File: src/rtl/perf_limit_pkg.sv
package perf_limit_pkg;
   localparam int STAT_W  = 2;
   localparam int DES_BIT = 0;
   localparam int MIN_BIT = 1;

   typedef struct packed {
      logic min_short;
      logic des_short;
   } shortfall_t;
endpackage

File: src/rtl/perf_excursion_detect.sv
module perf_excursion_detect
   import perf_limit_pkg::*;
#(
   parameter int LVL_W = 8
) (
   input  logic [LVL_W-1:0] lvl_delivered,
   input  logic [LVL_W-1:0] lvl_desired,
   input  logic [LVL_W-1:0] lvl_minimum,
   input  logic [LVL_W-1:0] lvl_guaranteed,
   input  logic             auto_sel_en,
   input  logic             limit_evt,
   output shortfall_t       set_o
);
   generate
      if (LVL_W < 1) begin : g_bad_lvl
         $error("perf_excursion_detect: LVL_W must be at least 1");
      end
   endgenerate

   logic [LVL_W-1:0] req_thresh;

   always_comb begin
      req_thresh      = (lvl_desired > lvl_guaranteed) ? lvl_guaranteed : lvl_desired;
      set_o.des_short = limit_evt && !auto_sel_en && (lvl_delivered < req_thresh);
      set_o.min_short = limit_evt && (lvl_delivered < lvl_minimum);
   end
endmodule

File: src/rtl/perf_sticky_bit.sv
module perf_sticky_bit (
   input  logic clk,
   input  logic rst_n,
   input  logic set_i,
   input  logic clr_i,
   output logic q_o
);
   logic q_r;

   always_ff @(posedge clk or negedge rst_n) begin
      if (!rst_n)      q_r <= 1'b0;
      else if (set_i)  q_r <= 1'b1;
      else if (clr_i)  q_r <= 1'b0;
   end

   assign q_o = q_r;


   sticky_hold_chk: assert property (@(posedge clk) disable iff (!rst_n)
      (q_r && !clr_i) |=> q_r);

   set_wins_chk: assert property (@(posedge clk) disable iff (!rst_n)
      set_i |=> q_r);

   clear_takes_chk: assert property (@(posedge clk) disable iff (!rst_n)
      (clr_i && !set_i) |=> !q_r);
endmodule

File: src/rtl/perf_rise_notify.sv
module perf_rise_notify (
   input  logic clk,
   input  logic rst_n,
   input  logic bit_i,
   output logic pulse_o
);
   logic bit_d;
   logic pulse_r;

   always_ff @(posedge clk or negedge rst_n) begin
      if (!rst_n) begin
         bit_d   <= 1'b0;
         pulse_r <= 1'b0;
      end else begin
         bit_d   <= bit_i;
         pulse_r <= bit_i && !bit_d;
      end
   end

   assign pulse_o = pulse_r;


   notify_single_chk: assert property (@(posedge clk) disable iff (!rst_n)
      pulse_o |=> !pulse_o);

   notify_follows_rise_chk: assert property (@(posedge clk) disable iff (!rst_n)
      $rose(bit_i) |=> pulse_o);
endmodule

File: src/rtl/perf_limit_status.sv
module perf_limit_status
   import perf_limit_pkg::*;
#(
   parameter int LVL_W       = 8,
   parameter int DATA_W      = 32,
   parameter int ADDR_W      = 4,
   parameter int STATUS_ADDR = 0
) (
   input  logic              clk,
   input  logic              rst_n,
   input  logic [LVL_W-1:0]  lvl_delivered,
   input  logic [LVL_W-1:0]  lvl_desired,
   input  logic [LVL_W-1:0]  lvl_minimum,
   input  logic [LVL_W-1:0]  lvl_guaranteed,
   input  logic              auto_sel_en,
   input  logic              limit_evt,
   input  logic              reg_wr_en,
   input  logic              reg_rd_en,
   input  logic [ADDR_W-1:0] reg_addr,
   input  logic [DATA_W-1:0] reg_wdata,
   output logic [DATA_W-1:0] reg_rdata,
   output logic              notify_o
);
   localparam int RSV_W = DATA_W - STAT_W;
   localparam logic [ADDR_W-1:0] SEL_ADDR = ADDR_W'(STATUS_ADDR);

   generate
      if (DATA_W <= STAT_W) begin : g_bad_data
         $error("perf_limit_status: DATA_W must exceed the status width");
      end
      if (ADDR_W < 1) begin : g_bad_addr
         $error("perf_limit_status: ADDR_W must be at least 1");
      end
      if (STATUS_ADDR < 0 || STATUS_ADDR >= (1 << ADDR_W)) begin : g_bad_sel
         $error("perf_limit_status: STATUS_ADDR out of address range");
      end
   endgenerate

   shortfall_t        set_vec;
   logic [STAT_W-1:0] set_bits;
   logic [STAT_W-1:0] clr_bits;
   logic [STAT_W-1:0] status;
   logic              addr_hit;
   logic              unused_wdata;

   perf_excursion_detect #(.LVL_W(LVL_W)) detect_i (
      .lvl_delivered (lvl_delivered),
      .lvl_desired   (lvl_desired),
      .lvl_minimum   (lvl_minimum),
      .lvl_guaranteed(lvl_guaranteed),
      .auto_sel_en   (auto_sel_en),
      .limit_evt     (limit_evt),
      .set_o         (set_vec)
   );

   assign addr_hit     = (reg_addr == SEL_ADDR);
   assign set_bits     = set_vec;
   assign clr_bits     = (reg_wr_en && addr_hit) ? reg_wdata[STAT_W-1:0] : '0;
   assign unused_wdata = ^reg_wdata[DATA_W-1:STAT_W];

   generate
      for (genvar b = 0; b < STAT_W; b++) begin : g_stat
         perf_sticky_bit bit_i (
            .clk  (clk),
            .rst_n(rst_n),
            .set_i(set_bits[b]),
            .clr_i(clr_bits[b]),
            .q_o  (status[b])
         );
      end
   endgenerate

   perf_rise_notify notify_i (
      .clk    (clk),
      .rst_n  (rst_n),
      .bit_i  (status[MIN_BIT]),
      .pulse_o(notify_o)
   );

   assign reg_rdata = (reg_rd_en && addr_hit) ? {{RSV_W{1'b0}}, status} : '0;


   reserved_zero_chk: assert property (@(posedge clk) disable iff (!rst_n)
      reg_rdata[DATA_W-1:STAT_W] == '0);

   min_capture_chk: assert property (@(posedge clk) disable iff (!rst_n)
      (limit_evt && (lvl_delivered < lvl_minimum)) |=> status[MIN_BIT]);

   auto_blocks_chk: assert property (@(posedge clk) disable iff (!rst_n)
      (auto_sel_en && !status[DES_BIT]) |=> !status[DES_BIT]);

   no_qualifier_chk: assert property (@(posedge clk) disable iff (!rst_n)
      (!limit_evt && status == '0) |=> status == '0);
endmodule

File: config.mk
export PLATFORM = sky130hd
export DESIGN_NAME = perf_limit_status
export DESIGN_NICKNAME = d
export VERILOG_FILES = /design/src/rtl/perf_limit_pkg.sv /design/src/rtl/perf_excursion_detect.sv /design/src/rtl/perf_sticky_bit.sv /design/src/rtl/perf_rise_notify.sv /design/src/rtl/perf_limit_status.sv
export SDC_FILE = /design/constraint.sdc
export NUM_CORES = 1
export LEC_CHECK = 0
export ABC_AREA = 0
export BUFFER_PORTS_ARGS = -buffer_cell sky130_fd_sc_hd__buf_4
export CAP_MARGIN = 20
export CELL_PAD_IN_SITES_DETAIL_PLACEMENT = 1
export CELL_PAD_IN_SITES_GLOBAL_PLACEMENT = 2
export CORE_MARGIN = 4
export CORE_UTILIZATION = 19
export DETAILED_ROUTE_END_ITERATION = 10
export GPL_TIMING_DRIVEN = 1
export PLACE_DENSITY_LB_ADDON = 0.1
export RECOVER_POWER = 100
export SYNTH_ARGS = -nofsm -noshare
export SYNTH_HDL_FRONTEND = slang
export SYNTH_HIERARCHICAL = 1
export SYNTH_SLANG_ARGS = --single-unit
File: constraint.sdc
create_clock -name clk -period 1.1 [get_ports clk]
set_input_delay 0.11 -clock clk [delete_from_list [all_inputs] [get_ports clk]]
set_output_delay 0.11 -clock clk [all_outputs]
set_load 0.1 [all_outputs]
Word level (Yosys, flattened, before mapping)
Index checks and enable logic that the tools add are counted.

word-level totals
  bits in registers = 4
  bits of input ports = 74
  output and inout bits = 33

cells by class
  magnitude comparators = 3
  muxes and demuxes = 7
  reductions and logical operators = 11

operators with widths
  operator                       count
  8-bit less-than comparator     2
  8-bit greater-than comparator  1
  8-bit two-way mux              1
  1-bit logical AND              6
  4-bit logical NOT              1
  1-bit two-way mux              4
  2-bit two-way mux              2
  2-bit nonzero test             2
  1-bit logical NOT              2

Depth between registers and ports, before layout
  depth after elaboration = 5
  depth in mapped cells = 14

By module
The synthesis kept the hierarchy.

by module, submodules not included
  module                 times used  cells an instance  area each (µm²)  sequential area each (µm²)
  perf_excursion_detect  1           87                 699.4            0.0
  perf_limit_status      1           36                 266.5            0.0
  perf_sticky_bit        2           3                  36.3             25.0
  perf_rise_notify       1           3                  63.8             50.0

Worst setup path before layout
OpenSTA, ideal clock, no wires.

  path kind = in2reg
  start point = in lvl_guaranteed[1]
  end point = reg g_stat[0].bit_i.q_r
  library setup time = 0.064 ns
  arrival time = 2.238 ns
  required time = 1.036 ns
  setup slack = -1.202 ns
  cell stages on the path = 13
  path buffers = 0
  cell sequence = inv_1 ha_1 nor2b_4 o211ai_2 a21oi_2 o22ai_4 mux2i_1 ha_1 a211o_1 nor3_1 nand3_1 o22ai_1 a21o_1

on the way
  word-level cells in the longest chain between the ends = 5

RTL lines
  what                                                     line                         source
  start: declaration                                       perf_limit_status.sv:14      input logic [LVL_W-1:0] lvl_guaranteed,
  8-bit greater-than comparator                            perf_excursion_detect.sv:23  req_thresh = (lvl_desired > lvl_guaranteed) ? lvl_guaranteed : lvl_desired;
  8-bit two-way mux *                                      perf_excursion_detect.sv:23
  8-bit less-than comparator *                             perf_excursion_detect.sv:24  set_o.des_short = limit_evt && !auto_sel_en && (lvl_delivered < req_thresh);
  1-bit logical AND *                                      perf_excursion_detect.sv:24
  named net set_bits[0]                                    perf_limit_status.sv:40      logic [STAT_W-1:0] set_bits;
  1-bit two-way mux or 2-bit nonzero test (tied branches)  n/a
  end signal: assignment                                   perf_sticky_bit.sv:11        if (!rst_n) q_r <= 1'b0;
  end signal: assignment                                   perf_sticky_bit.sv:12        else if (set_i) q_r <= 1'b1;
  end signal: assignment                                   perf_sticky_bit.sv:13        else if (clr_i) q_r <= 1'b0;
  end: declaration                                         perf_sticky_bit.sv:8         logic q_r;

The timed path passes the listed nets; every way through them passes the cells marked *.
A chain may end at the register's enable or synchronous reset.

Worst setup path in the final report
  start point = in lvl_guaranteed[7]
  end point = reg g_stat[0].bit_i.q_r

The elaborated chain is that of the path after synthesis.

==> impl_metrics.py <==
metrics = {
    "synth": {
        "postSynth.asyncResetShare_pct": 100,
        "synth_edf_count": 0,
        "yosys_warnings": 6,
        "synth-seq-area-share_pct": 9.08,
        "ys.flop_type": "dfrtp_1",
        "syn_area_sq_um": 1100,
        "syn_inst": 132,
        "synth_cell_type_count": 31,
        "synth-seq-cells": 4,
        "avgSynthCellArea_sq_um": 8.35,
    },
    "finish": {
        "diodes": 0,
        "finish.utilization_pct": 33.5,
        "nets": 308,
        "fill_cells": 680,
        "ff_latch_area_sq_um": 100,
        "area_growth_pct": 69.2,
        "multi_input_area_sq_um": 940,
        "finalInstanceArea_sq_um": 1870,
        "drive_gt1_share_pct": 49.5,
    },
    "power_and_ir_drop": {
        "pwr_density_cell_nw_per_um2": 848,
        "leakagePower_nw": 0.969,
        "vdd.ir_drop.worst_v": 0.000318,
        "power.total_mw": 1.58,
    },
    "worst_setup_path": {
        "start_kind": "input pin",
        "crit_fanout": 5,
        "cp.required_ps": 1250,
        "cpMaxStageDelayCell": "ha_2",
        "critPathCaptureType": "flop",
        "ff2ff_path_depth": 2,
        "crit_top_cell": "ha_2",
        "max_stage_delay_ps": 370,
        "path_class": "in -> reg",
        "cp.depth": 14,
        "path_buf_inv": 3,
        "setup.worst_path.start": "lvl_guaranteed[7]",
        "cp_top_family": "compound AO/OA/AOI/OAI gates",
        "arrival_ps": 2400,
        "crit_chain": "buf_4 -> inv_1 -> ha_2 -> nand4_4 -> a21oi_4 -> o22ai_4 -> buf_6 -> mux2i_4 -> ha_2 -> a211o_1 -> nor3_2 -> nand3_1 -> o22ai_1 -> a21o_1",
        "r2r_start": "g_stat[1].bit_i/q_o",
    },
    "clock_network": {
        "htreeDepth": 1,
        "cts-root-buf": "clkbuf_8",
        "clk_pin_slew_ps": 30,
        "cts_tree": "built",
        "numCtsBuffers": 3,
        "cts.path.max_buffers": 2,
        "clock_latency_ps": 210,
        "clock_sinks": 4,
    },
    "route": {
        "vias": 1076,
        "ant_nets": 0,
        "drc": 0,
        "dr.pass1.iters": 2,
        "wl_per_cell_microns": 11.0,
        "drt-total-wl_microns": 3100,
        "drt_iter0_markers": 2,
        "viasPerCell": 3.82,
    },
    "sta": {
        "finalSetupTns_ps": -1150,
        "hold_viol": 0,
        "finalCriticalPeriod_ps": 2250,
        "setup_ws_ps": -1150,
        "rsz0062_at_grt": "true",
        "drv_slew": 0,
        "clock_skew_ps": 0.766,
        "setup_viol": 1,
        "fin_crit_sh_pct": 204,
        "fmax_ghz": 0.445,
    },
    "floorplan": {
        "dieArea_sq_um": 7080,
        "core-area_sq_um": 5570,
        "dieWidth_microns": 84.2,
        "num_io_pins": 107,
        "initial_core_util_pct": 19.8,
        "die_h_microns": 84.2,
        "rows": 27,
    },
    "place": {
        "place_congestion": 0.714,
        "place_hpwl_microns": 2910,
        "pre_cts_ws_ps": -1470,
        "place_area_sq_um": 1630,
        "port_buffers": 46,
    },
    "global_route": {
        "grt_max_degree": 6,
        "grt_pass1_vias": 1142,
        "grt.total_usage_pct": 8.41,
        "antenna_found_initial": 0,
        "grt_pass1_wl_microns": 5050,
        "overflow": 0,
    },
    "run_status": {
        "violations": "setup timing",
        "status": "finished with violations",
    },
    "job": {
        "drv_cap": 0,
    },
    "min_path": {
        "hp-class": "in -> async",
    },
}
cell type report:
class,count,share of cell area [%]
Multi-Input combinational cell,108,50.4
Timing Repair Buffer,76,33.3
Sequential cell,4,5.37
Tap cell,72,4.83
Inverter,19,3.96
Clock buffer,3,2.21
registers in the layout, indices dropped and copies added, names as in the netlist:
register / flops
g_stat.bit_i/q_o: 2
notify_i/bit_d: 1
notify_i/pulse_o: 1
synthesized netlist by cell type, types with 2 or more instances:
library cell / count / area (sq um)
a21o_1: 4 / 30.0
a21oi_1: 6 / 30.0
and3_1: 4 / 25.0
buf_4: 30 / 225
dfrtp_1: 4 / 100
ha_1: 22 / 275
inv_1: 19 / 71.3
mux2i_1: 7 / 70.1
nand2_1: 3 / 11.3
nand3_1: 3 / 15.0
nand4_2: 2 / 25.0
nor2_1: 4 / 15.0
nor2b_1: 3 / 18.8
nor2b_4: 2 / 27.5
nor3_1: 2 / 10.0
o21ai_0: 2 / 10.0
repair_timing:
item / in CTS / in global routing
hold endpoints to repair: 4 / 0
hold buffers: 1 / 0
pin swaps: 14 / 9
buffers inserted: 3 / 0
endpoints found under the setup margin: 4 / 4
resized for setup: 22 / 14
placed cells by master (no fill, tap or decap), types with 4 or more instances in the layout:
cell     instances
conb_1          30
inv_1           17
nor2_1           4
dfrtp_1          4
ha_4             4
ha_1            16
buf_6            6
a21oi_2          4
mux2i_1          5
buf_4           63
a21o_1           4
path summary, 6_finish.rpt:
path	to	slack, ps
min	notify_i/pulse_o	260
min reg2reg	notify_i/pulse_o	400
max in group asynchronous	g_stat[0].bit_i/q_o	660
max	g_stat[0].bit_i/q_o	-1150
min in group clk	g_stat[0].bit_i/q_o	320
max reg2reg	g_stat[1].bit_i/q_o	340
through the flow:
stage | hold slack, ps | instances
after global routing | 298 | 282
after detailed placement | -89.3 | 275
after global placement | -91.5 | 275
final | 259 | 282
after CTS | 227 | 282
after floorplan | -186 | 161
per-layer routing:
| layer | up-vias | routed length (microns) | GRT usage (%) |
|---|---|---|---|
| met1 | 486 | 1140 | 9.49 |
| met4 | 0 | 0 | 0.877 |
| met5 | - | 0 | 0 |
| li1 | 550 | - | - |
| met3 | 0 | 249 | 2.45 |
| met2 | 40 | 1710 | 16.0 |
kinds of logic after synthesis:
kind of cell | share of synthesized area (%)
compound gates | 15.1
flops | 9.08
other cells | 0.340
simple gates | 15.9
buf+inv | 26.9
fa+ha+maj | 25.0
mux | 7.72
power breakdown:
part	total [mW]	internal, mW	switching (mW)	leakage (nW)
Clock	0.303	0.233	0.0707	0.0216
Sequential	0.157	0.155	0.00274	0.0409
Combinational	1.12	0.395	0.726	0.906
Power figures use the tool's default switching activity.
